## src/rtl/clkstop_pkg.sv

```systemverilog
`timescale 1ns/1ps
package clkstop_pkg;

  // Group identifiers used to pick which requests gate a bank.
  typedef enum logic [0:0] {
    GRP_BUS = 1'b0,
    GRP_AUX = 1'b1
  } grp_kind_e;

  // Run condition of one group: power-down always gates, stop only gates the bus group.
  function automatic logic group_go(input grp_kind_e kind, input logic stop_run, input logic pd_run);
    return (kind == GRP_BUS) ? (stop_run & pd_run) : pd_run;
  endfunction

  // Next enable of one output lane.
  function automatic logic lane_run(input logic mask_bit, input logic grp_go);
    return mask_bit & grp_go;
  endfunction

endpackage

```

## src/rtl/req_sync.sv

```systemverilog
`timescale 1ns/1ps
module req_sync #(
  parameter int STAGES = 2
) (
  input  logic clk_i,
  input  logic rst_ni,
  input  logic async_ni,
  output logic sync_no
);
  localparam int LAST = STAGES - 1;

  logic [LAST:0] chain_q;

  // Reset state reads as "request asserted" so outputs start only after sync fills.
  always_ff @(posedge clk_i or negedge rst_ni) begin
    if (!rst_ni) chain_q <= '0;
    else         chain_q <= {chain_q[LAST-1:0], async_ni};
  end

  assign sync_no = chain_q[LAST];

  initial begin
    a_r3_sync_depth: assert (STAGES >= 2);
  end
endmodule

```

## src/rtl/gate_bank.sv

```systemverilog
`timescale 1ns/1ps
module gate_bank #(
  parameter int LANES = 6
) (
  input  logic             clk_i,
  input  logic             rst_ni,
  input  logic             go_i,
  input  logic [LANES-1:0] mask_i,
  output logic [LANES-1:0] clk_o,
  output logic [LANES-1:0] en_o,
  output logic             idle_o
);
  import clkstop_pkg::*;

  for (genvar g = 0; g < LANES; g++) begin : g_lane
    logic en_q;
    // Falling-edge enable: changes only while clk is low, so pulses are never cut.
    always_ff @(negedge clk_i or negedge rst_ni) begin
      if (!rst_ni) en_q <= 1'b0;
      else         en_q <= lane_run(mask_i[g], go_i);
    end
    assign en_o[g]  = en_q;
    assign clk_o[g] = clk_i & en_q;
  end

  assign idle_o = (en_o == '0);

  // sampled just before a rising edge (clock low), every gated output is low.
  a_r2_park_low: assert property (@(posedge clk_i) disable iff (!rst_ni)
    clk_o == '0);

  // a lane whose mask has been low across a whole cycle is never enabled.
  a_r7_mask_off: assert property (@(posedge clk_i) disable iff (!rst_ni)
    $stable(mask_i) |-> ((en_o & ~mask_i) == '0));
endmodule

```

## src/rtl/clk_stop_ctrl.sv

```systemverilog
`timescale 1ns/1ps
module clk_stop_ctrl #(
  parameter int BUS_LANES   = 6,
  parameter int AUX_LANES   = 2,
  parameter int SYNC_STAGES = 2
) (
  input  logic                 clk_src_i,
  input  logic                 rst_ni,
  input  logic                 bus_stop_ni,
  input  logic                 pwr_down_ni,
  input  logic [BUS_LANES-1:0] bus_mask_i,
  input  logic [AUX_LANES-1:0] aux_mask_i,
  output logic [BUS_LANES-1:0] bus_clk_o,
  output logic [AUX_LANES-1:0] aux_clk_o,
  output logic                 bus_idle_o,
  output logic                 all_idle_o
);
  import clkstop_pkg::*;

  logic stop_run;   // synchronized, high = bus may run
  logic pd_run;     // synchronized, high = not powered down
  logic bus_go;
  logic aux_go;
  logic [BUS_LANES-1:0] bus_en;
  logic [AUX_LANES-1:0] aux_en;
  logic aux_idle;

  req_sync #(.STAGES(SYNC_STAGES)) i_stop_sync (
    .clk_i(clk_src_i), .rst_ni(rst_ni), .async_ni(bus_stop_ni), .sync_no(stop_run));

  req_sync #(.STAGES(SYNC_STAGES)) i_pd_sync (
    .clk_i(clk_src_i), .rst_ni(rst_ni), .async_ni(pwr_down_ni), .sync_no(pd_run));

  assign bus_go = group_go(GRP_BUS, stop_run, pd_run);
  assign aux_go = group_go(GRP_AUX, stop_run, pd_run);

  gate_bank #(.LANES(BUS_LANES)) i_bus_bank (
    .clk_i(clk_src_i), .rst_ni(rst_ni), .go_i(bus_go), .mask_i(bus_mask_i),
    .clk_o(bus_clk_o), .en_o(bus_en), .idle_o(bus_idle_o));

  gate_bank #(.LANES(AUX_LANES)) i_aux_bank (
    .clk_i(clk_src_i), .rst_ni(rst_ni), .go_i(aux_go), .mask_i(aux_mask_i),
    .clk_o(aux_clk_o), .en_o(aux_en), .idle_o(aux_idle));

  assign all_idle_o = bus_idle_o & aux_idle;

  // once the synchronized stop has been seen at an edge, the bus enables are already cleared.
  a_r3_bus_off: assert property (@(posedge clk_src_i) disable iff (!rst_ni)
    !stop_run |-> (bus_en == '0));

  // a running bus group with a steady mask has exactly the mask enabled.
  a_r4_bus_on: assert property (@(posedge clk_src_i) disable iff (!rst_ni)
    (bus_go && $stable(bus_mask_i)) |-> (bus_en == bus_mask_i));

  // power-down clears both groups regardless of the stop request.
  a_r6_pd_all: assert property (@(posedge clk_src_i) disable iff (!rst_ni)
    !pd_run |-> ((bus_en == '0) && (aux_en == '0)));

  // the stop request alone never disables an unmasked auxiliary lane.
  a_r5_aux_free: assert property (@(posedge clk_src_i) disable iff (!rst_ni)
    (pd_run && $stable(aux_mask_i)) |-> (aux_en == aux_mask_i));
endmodule

```

## config.mk

```make
export PLATFORM = sky130hd
export DESIGN_NAME = clk_stop_ctrl
export DESIGN_NICKNAME = d
export VERILOG_FILES = /design/src/rtl/clkstop_pkg.sv /design/src/rtl/req_sync.sv /design/src/rtl/gate_bank.sv /design/src/rtl/clk_stop_ctrl.sv
export SDC_FILE = /design/constraint.sdc
export NUM_CORES = 1
export LEC_CHECK = 0
export BUFFER_PORTS_ARGS = -buffer_cell sky130_fd_sc_hd__buf_2
export CAP_MARGIN = 20
export CORE_AREA = 2 2 39 41
export CTS_BUF_LIST = sky130_fd_sc_hd__clkbuf_4 sky130_fd_sc_hd__clkbuf_8
export DETAILED_ROUTE_END_ITERATION = 7
export DIE_AREA = 0 0 41 43
export SLEW_MARGIN = 20
export SYNTH_ARGS = -nofsm -noshare
export SYNTH_HDL_FRONTEND = slang
export SYNTH_SLANG_ARGS = --single-unit
```

## constraint.sdc

```tcl
create_clock -name clk_src_i -period 1.1 [get_ports clk_src_i]
set_input_delay 0.22 -clock clk_src_i [delete_from_list [all_inputs] [get_ports clk_src_i]]
set_output_delay 0.22 -clock clk_src_i [all_outputs]
set_load 0.02 [all_outputs]
```

==> results by group <==
Cells and area
  • Area grow syn2layout: 74.9%
  • Fin util: 0.549
  • Final std cells w/o fill: 82
  • Final instance area: 759 um2
  • Layout cell share with drive strength beyond 1: 0.636
  • # nets final: 79
  • Diodes inserted: 0

Run
  • Total of max-cap violations: 0

Yosys
  • Syn Area/Cell: 13.6 um2
  • Synth warnings: 0
  • Cells after Synth: 32
  • Post-Syn Nets: 44
  • Post-synth cell types: 9
  • Post-synthesis sequential area ratio: 0.692
  • Synth Cell Area: 434 um2
  • Post-synthesis register bit count: 12

Route
  • Final wirelength: 740 um
  • # DRC: 0
  • DR vias: 358
  • DRT Pass-1 Iters: 2
  • Max Used Layer: met4
  • DR WL met3: 66 um
  • Drt wl/cell: 9.02 um
  • Starting DRT DRC Count: 1
  • Wire length on met1: 242 um
  • Vias per inst: 4.37
  • Antenna Nets Post-Route: 0
  • Met2 Routed Length: 423 um

GRT
  • Vias in the first global route: 346
  • First-pass GRT wire length: 1.04 mm
  • Antenna violations before repair: 0
  • GR Overflow Total: 0
  • Total global-route track usage: 0.111
  • Pin count of the biggest net entering global routing: 13

Critical path
  • Crit path max-delay family: simple AND/OR/NAND/NOR gates
  • WP buf/inv: 1
  • Critical-path cell list: or4_4 -> nor3_4 -> buf_6
  • FF-to-FF End: i_bus_bank.g_lane[3].en_q
  • Crit path max-delay cell type: or4_4
  • WP depth: 3
  • Critical R2R Launch: i_pd_sync.chain_q[1]
  • Worst setup SP type: flop
  • Crit path kind: flop to output port
  • Worst reg2reg path depth: 1
  • Flop2flop setup slack: -170 ps
  • Worst stage delay on the critical path: 560 ps
  • CP Capture Type: output port
  • WP data required: 880 ps
  • Crit Path Max Fanout: 2
  • Crit path DAT: 2090 ps

Run status
  • Status: complete, but fails checks
  • Failing checks: setup timing

STA
  • Fin. max-slew vios: 0
  • Fin. Hold Viols: 0
  • Final Skew: 18.6 ps
  • Worst setup margin: -1210 ps
  • RSZ-0062 raised after global routing: true
  • Slew margin rel.: 0.834
  • Worst Tran Pin Value: 248 ps
  • WHS: 244 ps
  • Setup violators final: 26

Pwr
  • Peak supply drop: 0.879 mV
  • Power Dens Cells: 1840 nW/um2
  • Pleak: 0.406 nW

Min path
  • Worst min path class: input port to async pin

CTS
  • CTS tree: yes
  • Clk Latency, worst-skew pair: 380 ps
  • Clock slew at reported path FFs: 60 ps

Die
  • Die H: 43 um
  • Core outline area: 1380 um2
  • Die ar.: 1760 um2
  • Die width: 41 um
  • Starting density of the core: 0.314
  • Num rows: 14
  • Top Ports: 22

Place
  • Routability cong.: 0.658
  • Dpl hpwl: 508 um
  • Placed cells: 71
  • IO buf count: 21
  • DP Area: 599 um2
  • Pre-CTS setup slack: -838 ps
cells by family (layout without fill, tap and decap cells):
group / after synthesis / in the layout / share of synthesized area
buffers and inverters: 0 / 34 / 0
and+or+nand+nor: 20 / 20 / 0.308
DFF: 12 / 12 / 0.692
power breakdown:
group	switching [mW]	total [mW]	internal (mW)
sequential	0.0109	0.474	0.463
clock	0.335	0.824	0.490
combinational	0.0418	0.100	0.0586
total	0.387	1.40	1.01
metal layers:
layer,vias up,global-route usage
li1,181,-
met1,158,0.0556
met2,17,0.141
met3,2,0.0785
met4,0,0.213
met5,-,0
registers in the layout, summed over array words and instances (netlist names):
name	count
i_aux_bank.g_lane.en_q	2
i_bus_bank.g_lane.en_q	6
i_pd_sync.chain_q	2
i_stop_sync.chain_q	2
area by class of cell:
| type | count | area [um2] |
|---|---|---|
| Clock buffer | 16 | 150 |
| Fill cell | 116 | 624 |
| Multi-Input combinational cell | 20 | 159 |
| Sequential cell | 12 | 300 |
| Tap cell | 16 | 20.0 |
| Timing Repair Buffer | 18 | 130 |
worst max-delay path by stage:
stage                                    from  slack (ps)          to
floorplan           i_bus_bank.g_lane[2].en_q        -780  all_idle_o
global placement    i_bus_bank.g_lane[2].en_q        -830  bus_idle_o
detailed placement  i_bus_bank.g_lane[2].en_q        -840  bus_idle_o
CTS                 i_bus_bank.g_lane[2].en_q       -1220  bus_idle_o
global route        i_bus_bank.g_lane[3].en_q       -1260  bus_idle_o
finish              i_bus_bank.g_lane[2].en_q       -1210  bus_idle_o
metrics by stage:
stage | total power [mW] | TNS (ps)
final | 1.40 | -9520
after global routing | 1.48 | -10280
after CTS | 1.43 | -9700
after detailed placement | 0.751 | -5880
after global placement | 0.750 | -5860
after floorplan | 0.669 | -4580
cell usage in the layout (no fill, tap or decap):
| master | instances |
|---|---|
| clkbuf_4 | 8 |
| nor2_2 | 1 |
| and3_1 | 6 |
| dfrtp_1 | 4 |
| buf_6 | 12 |
| and2_2 | 2 |
| or4_4 | 1 |
| nor3_4 | 1 |
| or4_1 | 1 |
| dlygate4sd3_1 | 3 |
| buf_2 | 11 |
| and2_1 | 2 |
| and2_4 | 6 |
| dfrtn_1 | 8 |
synthesized netlist by cell type:
library cell  count  area, um2
and2_1            9       56.3
and2_2            1       7.51
and3_1            6       37.5
dfrtn_1           8        200
dfrtp_1           4        100
nor2_1            1       3.75
nor3_2            1       10.0
or4_1             1       7.51
or4_4             1       11.3
timing repair:
action	4_1_cts	5_1_grt
endpoints found under the setup margin	26	26
gates resized for setup	21	3
hold endpoints to repair	6	0
hold buffers	3	0
cloned	0	0
setup buffers	0	2
(Power assumes the default switching activity.)
